$ cat src/rtl/lnk_pkg.sv
package lnk_pkg;

  typedef enum logic [1:0] {
    LM_IDLE = 2'b00,
    LM_TX   = 2'b01,
    LM_RX   = 2'b10
  } lnk_mode_e;

  // Unused code 2'b11 falls back to idle.
  function automatic lnk_mode_e lnk_mode_decode(input logic [1:0] code);
    case (code)
      2'b01:   return LM_TX;
      2'b10:   return LM_RX;
      default: return LM_IDLE;
    endcase
  endfunction

endpackage

$ cat src/rtl/lnk_mode_ctrl.sv
module lnk_mode_ctrl
  import lnk_pkg::*;
(
  input  logic       clk,
  input  logic       rst,
  input  logic [1:0] mode_req,
  output lnk_mode_e  mode_q
);

  // Single register stage: a request takes effect at the next edge.
  always_ff @(posedge clk) begin
    if (rst) mode_q <= LM_IDLE;
    else     mode_q <= lnk_mode_decode(mode_req);
  end

endmodule

$ cat src/rtl/lnk_phase_ctrl.sv
module lnk_phase_ctrl #(
  parameter  int SLICES = 4,
  parameter  int RX_LAT = 2,
  localparam int PERIOD = SLICES + 1,
  localparam int PW     = $clog2(PERIOD)
) (
  input  logic          clk,
  input  logic          rst,
  output logic [PW-1:0] phase,
  output logic          tx_slot,
  output logic          rx_slot,
  output logic [PW-1:0] rx_idx
);

  localparam logic [PW-1:0] LAST_PH = PW'(PERIOD - 1);
  localparam logic [PW-1:0] NSLICE  = PW'(SLICES);
  localparam logic [PW:0]   PER_W   = (PW+1)'(PERIOD);
  localparam logic [PW:0]   OFS_W   = (PW+1)'(PERIOD - RX_LAT);

  logic [PW:0] shifted;

  // Free-running frame counter, no handshake.
  always_ff @(posedge clk) begin
    if (rst)                  phase <= '0;
    else if (phase == LAST_PH) phase <= '0;
    else                      phase <= phase + 1'b1;
  end

  // Phase seen RX_LAT cycles ago, wrapped into the frame.
  always_comb begin
    shifted = {1'b0, phase} + OFS_W;
    if (shifted >= PER_W) shifted = shifted - PER_W;
  end

  assign rx_idx  = shifted[PW-1:0];
  assign tx_slot = (phase < NSLICE);
  assign rx_slot = (rx_idx < NSLICE);

endmodule

$ cat src/rtl/lnk_tx_mux.sv
module lnk_tx_mux #(
  parameter  int LANES  = 8,
  parameter  int SLICES = 4,
  localparam int W      = LANES * SLICES,
  localparam int PW     = $clog2(SLICES + 1),
  localparam int SW     = (SLICES > 1) ? $clog2(SLICES) : 1
) (
  input  logic             clk,
  input  logic             rst,
  input  logic             is_tx,
  input  logic [PW-1:0]    phase,
  input  logic             tx_slot,
  input  logic [W-1:0]     word,
  output logic [LANES-1:0] data_o,
  output logic             mark_o
);

  logic             start;
  logic             active_q;
  logic             drive;
  logic [W-1:0]     hold_q;
  logic [W-1:0]     src;
  logic [LANES-1:0] slc [SLICES];

  assign start = is_tx && (phase == '0);
  assign drive = is_tx && tx_slot && (start || active_q);
  // Slice 0 goes straight from the input; later slices from the held copy.
  assign src   = start ? word : hold_q;

  for (genvar g = 0; g < SLICES; g++) begin : g_slice
    assign slc[g] = src[g*LANES +: LANES];
  end

  always_ff @(posedge clk) begin
    if (start) hold_q <= word;
  end

  always_ff @(posedge clk) begin
    if (rst) begin
      active_q <= 1'b0;
      data_o   <= '0;
      mark_o   <= 1'b0;
    end else begin
      active_q <= is_tx && (start || active_q);
      data_o   <= drive ? slc[phase[SW-1:0]] : '0;
      mark_o   <= start;
    end
  end

endmodule

$ cat src/rtl/lnk_rx_demux.sv
module lnk_rx_demux #(
  parameter  int LANES  = 8,
  parameter  int SLICES = 4,
  localparam int W      = LANES * SLICES,
  localparam int PW     = $clog2(SLICES + 1),
  localparam int SW     = (SLICES > 1) ? $clog2(SLICES) : 1
) (
  input  logic             clk,
  input  logic             rst,
  input  logic             is_rx,
  input  logic             rx_slot,
  input  logic [PW-1:0]    rx_idx,
  input  logic [LANES-1:0] data_i,
  input  logic             mark_i,
  output logic [W-1:0]     word_o,
  output logic             valid_o
);

  localparam logic [PW-1:0] FINAL = PW'(SLICES - 1);

  logic [LANES-1:0] asm_q [SLICES];
  logic             framed_q;
  logic             frame_ok;
  logic             take;
  logic [W-1:0]     full;

  assign take     = is_rx && rx_slot;
  // Slice 0 must come with the marker; later slices inherit that verdict.
  assign frame_ok = (rx_idx == '0) ? mark_i : framed_q;

  for (genvar g = 0; g < SLICES; g++) begin : g_join
    if (g == SLICES - 1) begin : g_top
      assign full[g*LANES +: LANES] = data_i;
    end else begin : g_low
      assign full[g*LANES +: LANES] = asm_q[g];
    end
  end

  // Assembly store without reset, one write port.
  always_ff @(posedge clk) begin
    if (take) asm_q[rx_idx[SW-1:0]] <= data_i;
  end

  always_ff @(posedge clk) begin
    if (rst) begin
      framed_q <= 1'b0;
      valid_o  <= 1'b0;
      word_o   <= '0;
    end else begin
      valid_o <= 1'b0;
      if (!is_rx) begin
        framed_q <= 1'b0;
      end else if (take) begin
        framed_q <= frame_ok;
        if ((rx_idx == FINAL) && frame_ok) begin
          word_o  <= full;
          valid_o <= 1'b1;
        end
      end
    end
  end

endmodule

$ cat src/rtl/coil_link_serdes.sv
module coil_link_serdes
  import lnk_pkg::*;
#(
  parameter int WORD_W = 32,
  parameter int LANES  = 8,
  parameter int RX_LAT = 2
) (
  input  logic              clk,
  input  logic              rst,
  input  logic [1:0]        mode_req,
  output logic [1:0]        mode_o,
  input  logic [WORD_W-1:0] tx_word,
  output logic              tx_take,
  output logic [LANES-1:0]  coil_data_o,
  output logic              coil_clk_o,
  input  logic [LANES-1:0]  coil_data_i,
  input  logic              coil_clk_i,
  output logic              tx_en_o,
  output logic              rx_en_o,
  output logic [WORD_W-1:0] rx_word,
  output logic              rx_valid
);

  localparam int SLICES = WORD_W / LANES;
  localparam int PW     = $clog2(SLICES + 1);

  lnk_mode_e      mode_q;
  logic [PW-1:0]  phase;
  logic [PW-1:0]  rx_idx;
  logic           tx_slot;
  logic           rx_slot;
  logic           mark_q;

  lnk_mode_ctrl u_mode (
    .clk      (clk),
    .rst      (rst),
    .mode_req (mode_req),
    .mode_q   (mode_q)
  );

  lnk_phase_ctrl #(.SLICES(SLICES), .RX_LAT(RX_LAT)) u_phase (
    .clk     (clk),
    .rst     (rst),
    .phase   (phase),
    .tx_slot (tx_slot),
    .rx_slot (rx_slot),
    .rx_idx  (rx_idx)
  );

  lnk_tx_mux #(.LANES(LANES), .SLICES(SLICES)) u_tx (
    .clk     (clk),
    .rst     (rst),
    .is_tx   (mode_q == LM_TX),
    .phase   (phase),
    .tx_slot (tx_slot),
    .word    (tx_word),
    .data_o  (coil_data_o),
    .mark_o  (mark_q)
  );

  lnk_rx_demux #(.LANES(LANES), .SLICES(SLICES)) u_rx (
    .clk     (clk),
    .rst     (rst),
    .is_rx   (mode_q == LM_RX),
    .rx_slot (rx_slot),
    .rx_idx  (rx_idx),
    .data_i  (coil_data_i),
    .mark_i  (coil_clk_i),
    .word_o  (rx_word),
    .valid_o (rx_valid)
  );

  assign mode_o     = mode_q;
  assign coil_clk_o = mark_q;
  assign tx_take    = mark_q;
  assign tx_en_o    = tx_slot;
  assign rx_en_o    = rx_slot;

endmodule

$ cat config.mk
export PLATFORM = sky130hd
export DESIGN_NAME = coil_link_serdes
export DESIGN_NICKNAME = d
export VERILOG_FILES = /design/src/rtl/lnk_pkg.sv /design/src/rtl/lnk_mode_ctrl.sv /design/src/rtl/lnk_phase_ctrl.sv /design/src/rtl/lnk_tx_mux.sv /design/src/rtl/lnk_rx_demux.sv /design/src/rtl/coil_link_serdes.sv
export SDC_FILE = /design/constraint.sdc
export NUM_CORES = 1
export LEC_CHECK = 0
export BUFFER_PORTS_ARGS = -buffer_cell sky130_fd_sc_hd__buf_4
export CAP_MARGIN = 10
export CORE_ASPECT_RATIO = 0.6
export CORE_UTILIZATION = 54
export DETAILED_ROUTE_END_ITERATION = 10
export PLACE_DENSITY = 0.79
export SYNTH_ARGS = -nofsm -noshare
export SYNTH_HDL_FRONTEND = slang
export SYNTH_SLANG_ARGS = --single-unit
$ cat constraint.sdc
create_clock -name clk -period 3.6 [get_ports clk]
set_clock_uncertainty 0.1 [all_clocks]
set_input_delay 0.72 -clock clk [delete_from_list [all_inputs] [get_ports clk]]
set_output_delay 0.72 -clock clk [all_outputs]
set_load 0.005 [all_outputs]
# Word level (Yosys, flattened, before mapping)

Memory sizes are Yosys's and may differ from the RTL's. A register that Yosys moved wholly into a read port is not among the register bits.
Index checks and enable logic that the tools add are counted.

Memories kept: 1
Register bits after elaboration: 81
Memory bits (writable): 32
Input bits: 45
Logic and storage cells: 51

Eq/ne operators: 6
Reductions and logical operators: 14
Bitwise operators: 4
$add $sub $neg: 3
Multiplexer cells: 10
Order comparisons: 4

Memories:

| name       | words | width | rd ports | clocked after memory_dff | wr ports | RTL line           | source |
|---|---|---|---|---|---|---|---|
| u_rx.asm_q | 4     | 8     | 3        | 3                        | 1        | lnk_rx_demux.sv:21 | `logic [LANES-1:0] asm_q [SLICES];` |

Operators with widths:

| cell                                                                                | count |
|---|---|
| 32-bit two-way mux                                                                  | 1 |
| 8-bit binary-select mux with 2-bit select                                           | 1 |
| 8-bit two-way mux                                                                   | 2 |
| 1-bit logical AND                                                                   | 6 |
| 3-bit zero test                                                                     | 2 |
| 3-bit < comparator, second input constant                                           | 2 |
| 2-bit OR reduction                                                                  | 3 |
| 3-bit by 2-bit adder with 4-bit output, second input constant                       | 1 |
| 2-bit by 1-bit == test with 1-bit output, second input constant                     | 2 |
| 2-bit == test, second input constant                                                | 2 |
| 4-bit by 3-bit greater-or-equal comparator with 1-bit output, second input constant | 1 |
| 1-bit two-way mux                                                                   | 4 |
| 2-bit case mux with 2 select lines                                                  | 1 |
| 3-bit by 1-bit adder with 3-bit output, second input constant                       | 1 |
| 3-bit by 2-bit == test with 1-bit output, second input constant                     | 1 |
| 3-bit == test, second input constant                                                | 1 |
| 3-bit greater-or-equal comparator, second input constant                            | 1 |
| 3-bit two-way mux                                                                   | 1 |
| 1-bit inverter                                                                      | 3 |
| 2-bit inverter with 3-bit output                                                    | 1 |
| 3-bit AND reduction                                                                 | 1 |
| 3-bit OR reduction                                                                  | 1 |
| 3-bit subtractor, second input constant                                             | 1 |
| 1-bit logical OR                                                                    | 1 |

# Longest topological paths before layout

Depth in word-level cells: 7
Mapped depth: 11
Gate-level depth less buffers: 8

# By module

A second synthesis with hierarchy kept.

Cells, all modules: 329
Area, all modules: 4196.5 µm²

By module, submodules not included:

| module           | area an instance (µm²) | cells an instance | times used |
|---|---|---|---|
| lnk_rx_demux     | 2297.2                 | 179               | 1 |
| lnk_tx_mux       | 1604.0                 | 120               | 1 |
| lnk_phase_ctrl   | 217.7                  | 23                | 1 |
| lnk_mode_ctrl    | 55.1                   | 4                 | 1 |
| coil_link_serdes | 22.5                   | 3                 | 1 |

# Worst setup path before layout

Ideal clock, no wire load.

Path kind: flip-flop to flip-flop
Start: register u_phase.phase[0]
End: memory u_rx.asm_q[2][0] (enable)
Cell stages (with the launch flop): 9
Setup slack: 0.331 ns
Data arrival time: 2.785 ns
Required time: 3.117 ns
Library setup time: 0.383 ns
Period minus slack after synthesis: 3.269 ns
Cell sequence: dfxtp_1 clkbuf_1 clkinv_1 clkbuf_1 ha_1 xnor2_1 a21oi_1 nand3b_1 nor3_1

Word-level cells in the longest chain between the ends: 7
Elaborated cells on any way between the ends: 8
Classes of those cells: 2 x add/sub; 2 x order compare; 3 x mux; 1 x reduce/logical

Ends and longest elaborated chain:

| item                                                                                                    | RTL line               | source |
|---|---|---|
| start: declaration                                                                                      | lnk_phase_ctrl.sv:9    | `output logic [PW-1:0] phase,` |
| start signal: assignment                                                                                | lnk_phase_ctrl.sv:26   | `else phase <= phase + 1'b1;` |
| 3-bit by 2-bit adder with 4-bit output *                                                                | lnk_phase_ctrl.sv:31   | `shifted = {1'b0, phase} + OFS_W;` |
| 4-bit by 3-bit greater-or-equal comparator with 1-bit output / 3-bit subtractor (equally long branches) | lnk_phase_ctrl.sv:32   | `if (shifted >= PER_W) shifted = shifted - PER_W;` |
| 3-bit two-way mux *                                                                                     | lnk_phase_ctrl.sv:32   |  |
| 3-bit < comparator *                                                                                    | lnk_phase_ctrl.sv:37   | `assign rx_slot = (rx_idx < NSLICE);` |
| via rx_en_o                                                                                             | coil_link_serdes.sv:19 | `output logic rx_en_o,` |
| 1-bit logical AND *                                                                                     | lnk_rx_demux.sv:27     | `assign take = is_rx && rx_slot;` |
| 1-bit two-way mux *                                                                                     | lnk_rx_demux.sv:41     | `if (take) asm_q[rx_idx[SW-1:0]] <= data_i;` |
| 1-bit two-way mux (implied by the code) *                                                               | lnk_rx_demux.sv:41     |  |
| end: declaration                                                                                        | lnk_rx_demux.sv:21     |  |

The timed path passes the listed nets; every way through them passes the cells marked *.

# Worst setup path after layout

Start: register u_phase.phase[0]
End: register u_rx.word_o[20] (netlist: rx_word[20]), read port of u_rx.asm_q

Word-level cells in the longest chain between the ends: 7
Elaborated cells on any way between the ends: 11
Classes of those cells: 2 x add/sub; 2 x order compare; 1 x eq/ne; 2 x mux; 4 x reduce/logical

Ends and longest elaborated chain:

| item                                                                                                    | RTL line             | source |
|---|---|---|
| 3-bit by 2-bit adder with 4-bit output *                                                                | lnk_phase_ctrl.sv:31 |  |
| 4-bit by 3-bit greater-or-equal comparator with 1-bit output / 3-bit subtractor (equally long branches) | lnk_phase_ctrl.sv:32 |  |
| 3-bit two-way mux *                                                                                     | lnk_phase_ctrl.sv:32 |  |
| branches (longest 3 deep; another with 3-bit < comparator)                                              | --                   |  |
| 3-bit AND reduction (no source line) *                                                                  | --                   |  |
| end: declaration                                                                                        | lnk_rx_demux.sv:15   | `output logic [W-1:0] word_o,` |

Every way passes the cells marked *.
A chain may end at the register's enable or synchronous reset.

==> run summary <==
The flow ran to the end, and the final reports show no timing, DRC or antenna violations. Using the TritonRoute via totals, the vias-per-cell ratio works out to 5.09. Layer with the highest usage: met2. Hold is met by 366 ps.

Global routing finished with a remaining overflow of 0. Most common cell type on the critical path: buf_4. Net switching is 23.7% of the power.

The number of DRC markers after the initial detailed-route iteration was 171; the fraction of layout cells with a size suffix above 1 was 31.9%. Hold repair after CTS inserted 0 buffers. The logs give 35.8% for the met2 usage and 0 for the number of resized instances in the post-cts repair step. The region available for standard cell placement spans 0.00739 mm². The die covers 0.00814 mm². After synthesis, the mean cell area works out to 11.5 µm².

The relative area change from synthesis to final layout is 25.3%. The setup path with the least slack is of type reg2reg. The run gives 56.8% as the effective utilization at floorplan. The H-tree depth is 3, and the count of cells along the worst hold path is 1. The combinational share of power was 14.5%. The endpoint identified for the worst register-to-register timing path is rx_word[20]. At the end of routability-driven placement, the weighted congestion stood at 0.841. The horizontal extent of the die was 116 µm; the relative max-transition margin was 49.1%. The tools report the element type at the critical path start as a flop.

The tools report the number of hold-slack violations in the final timing report as 0. The class of the worst hold path was reg2reg. From bottom edge to top edge, the die measures 70.3 µm. The final antenna-violating net count is 0. The data arrival time of the critical path was 3340 ps; the worst path buffer plus inverter count was 3. For this design, the sink count on the clock tree is 105. The static leakage is 2.09 nW, and the met1 track demand over resource in global routing is 30.7%. The kind of cell adding the most delay to the critical path is buffers and inverters.

At the end of the flow, the number of nets in the layout was 504. For hold timing, the worst endpoint is u_tx.hold_q[3]. Synthesis inferred 105 register bits.

TritonCTS built the clock tree. Setup repair after global routing left no endpoint under its margin. The startpoint identified for the worst register-to-register timing path is u_phase.phase[0].

The warning count from the yosys run is 0, and the delay of the slowest cell on the worst path is 500 ps. Primary flip-flop cell chosen by synthesis mapping: dfxtp_1. Internal power comes to 2.10 mW. The flop-to-flop setup slack was 410 ps; the count of inserted antenna diode cells was 0.

After routing, the total negative slack on setup checks comes to 0 ps. The number of design rule violations left after detail routing is 0. Estimated wirelength of the detail-placed design: 6.10 mm. 92 I/O pins were placed. The share of the clock period used by the worst path works out to 88.6%. For the number of buffers created by CTS, the log shows 9.

The logs give 2 for the maximum root-to-sink buffer count and 37 for the distinct cell type count after synthesis. The tools report the required time of the critical path as 3750 ps. The number of global-route vias before repair came out at 2921. Across the VDD grid, the largest voltage drop is 0.318 mV. Entering global routing, the biggest net connects 73 pins. Counting cells, the worst reg-to-reg path comes to 9. Critical path capture point type: a flop. The final period demand of the worst path is 3190 ps, and the total wirelength of the detailed-routed design is 8.64 mm. The worst-path maximum fanout works out to 33. The run gives 6.51% as the global routing usage on met3. At the pin with the least slew margin, the transition time is 760 ps.

Summing the sequential cell areas from Yosys gives 55.8% of the chip area. For the number of core rows, the log shows 24. In the synthesized netlist, the number of instances is 364.

Setup violations remaining at the end of the flow were counted as 0. Among all stages on the critical path, the largest delay is contributed by buf_4. The later pin in the worst-skew pair is clocked with a latency of 340 ps. The highest achievable clock rate is 0.314 GHz.

The number of antenna violations at the first check in global routing is 0, and the sum of internal, switching and leakage power is 2.75 mW. Detailed-route via count: 2863. The count of input and output buffers is 91, and the final-report max-slew violation count is 0. The number of setup buffers added after CTS was 0. The tree is rooted in a clkbuf_16.

The clock network burns 35.5% of the power. After clock tree synthesis, the clock-pin slew on the worst setup and hold paths is 70 ps. The switching power of the nets came out at 0.651 mW. For the max-capacitance violation count, the log shows 0. Dividing total power by cell area gives a power density of 523 mW/mm². The first TritonRoute pass finished after 5 iterations. The tools report the start point of the worst min-delay path as u_tx.hold_q[3]. After synthesis the cells add up to 0.00420 mm². The power share of the sequential group is 50.0%, and the net count after synthesis is 415.

After detailed routing, the average wire length per cell comes to 15.4 µm. In this run, synthesis inferred 24 flip-flops with an integrated enable. Global routing used 22.8% of the available tracks across all layers. For the global-route wire length before repair, the log shows 14.1 mm. After synthesis, the share of flip-flops with an asynchronous set or reset is 0%.

Walking the worst path, the cells encountered are buf_4 -> clkinv_1 -> ha_1 -> or3_1 -> a21oi_2 -> o211ai_2 -> a221oi_4 -> buf_4 -> mux2i_1.
==> worst register-to-register path, cell delays in order (launching register included) <==
cell and delay, ps:
dfxtp_1 350, buf_4 210, clkinv_1 230, ha_1 340, or3_1 390, a21oi_2 260
o211ai_2 150, a221oi_4 290, buf_4 500, mux2i_1 290
==> registers in the layout, summed over array words and instances (netlist names) <==
| signal | cells |
|---|---|
| u_tx.hold_q | 32 |
| rx_word | 24 |
| u_rx.asm_q | 24 |
| u_rx.word_o | 8 |
| u_tx.data_o | 8 |
| u_phase.phase | 3 |
| u_mode.mode_q | 2 |
| u_rx.framed_q | 1 |
| u_rx.valid_o | 1 |
| u_tx.active_q | 1 |
| u_tx.mark_o | 1 |
==> area by class of cell <==
| class | instances | area (µm²) |
|---|---|---|
| well taps | 104 | 130 |
| repair buffers | 98 | 736 |
| multi-input cells | 234 | 1720 |
| clock inverters | 4 | 32.5 |
| clock buffers | 12 | 278 |
| fillers | 571 | 2130 |
| inverters | 5 | 18.8 |
| flip-flops and latches | 105 | 2340 |
==> Yosys cell counts, types with 2 or more instances <==
| library cell | n | area share, % |
|---|---|---|
| ha_1 | 6 | 1.8 |
| mux2_1 | 7 | 1.9 |
| nor3b_1 | 2 | 0.36 |
| mux2i_1 | 33 | 7.9 |
| nor3_1 | 7 | 0.83 |
| inv_1 | 4 | 0.36 |
| mux2_2 | 25 | 6.7 |
| or3_1 | 17 | 2.5 |
| o21ai_1 | 2 | 0.24 |
| nor2_1 | 37 | 3.3 |
| nand2_1 | 2 | 0.18 |
| dfxtp_1 | 81 | 39 |
| and2_1 | 2 | 0.30 |
| a21oi_1 | 13 | 1.6 |
| clkbuf_1 | 12 | 1.1 |
| nand2b_1 | 66 | 9.8 |
| buf_2 | 3 | 0.36 |
| edfxtp_1 | 24 | 17 |
| buf_8 | 3 | 1.1 |
==> per-stage QoR <==
step / worst slack, ps / instance area (µm²) / utilization, % / std cells
after floorplan: 331 / 4200 / - / 364
after CTS: 417 / 5260 / 71.2 / 562
final: 412 / 5260 / 71.2 / 562
after global placement: 642 / 4950 / 67.0 / 546
after global routing: 155 / 5260 / 71.2 / 562
after detailed placement: 498 / 4950 / 67.0 / 546
==> cells by family (layout without fill, tap and decap cells) <==
logic type | Yosys count | after routing | share of synthesized area [%]
AO/OA/AOI/OAI | 22 | 22 | 3.67
multiplexers | 65 | 65 | 16.5
adder cells (fa/ha/maj) | 6 | 6 | 1.79
AND/OR/NAND/NOR | 140 | 140 | 18.8
flip-flops | 105 | 105 | 55.8
XOR/XNOR | 1 | 1 | 0.209
buffers and inverters | 25 | 119 | 3.22
==> how the worst max path moves through the flow <==
stage	slack [ps]	to	start	cells past startpoint
2_1_floorplan	330	u_rx.asm_q[2][0]	u_phase.phase[0]	8
3_3_place_gp	640	rx_word[7]	u_phase.phase[0]	9
3_5_place_dp	500	u_rx.word_o[24]	u_phase.phase[0]	9
4_1_cts	420	rx_word[20]	u_phase.phase[0]	9
6_report	410	rx_word[20]	u_phase.phase[0]	9
5_1_grt	150	rx_word[20]	u_phase.phase[0]	9
==> per-layer routing <==
| metal | share of wire, % | up-vias |
|---|---|---|
| li1 | - | 1413 |
| met1 | 45 | 1342 |
| met2 | 47 | 100 |
| met3 | 7.3 | 8 |
| met4 | 1.0 | 0 |
| met5 | 0 | - |
==> power by group through the flow <==
stage	Clock, mW	Combinational, mW	Sequential [mW]
after global placement	0	0.375	1.39
final	0.976	0.399	1.37
after CTS	0.991	0.399	1.37
after floorplan	0	0.274	1.39
after detailed placement	0	0.396	1.40
after global routing	1.04	0.437	1.39
==> cell usage in the layout, fill, tap and decap left out, types with 10 or more instances in the layout <==
cell type  synthesis  final
mux2_2            25     25
buf_4              1     98
nor2_1            37     36
edfxtp_1          24     24
nand2b_1          66     66
a21oi_1           13     13
dfxtp_1           81     81
or3_1             17     17
clkbuf_16          0     10
mux2i_1           33     33
Note: power is estimated with default switching activity, not from simulation.
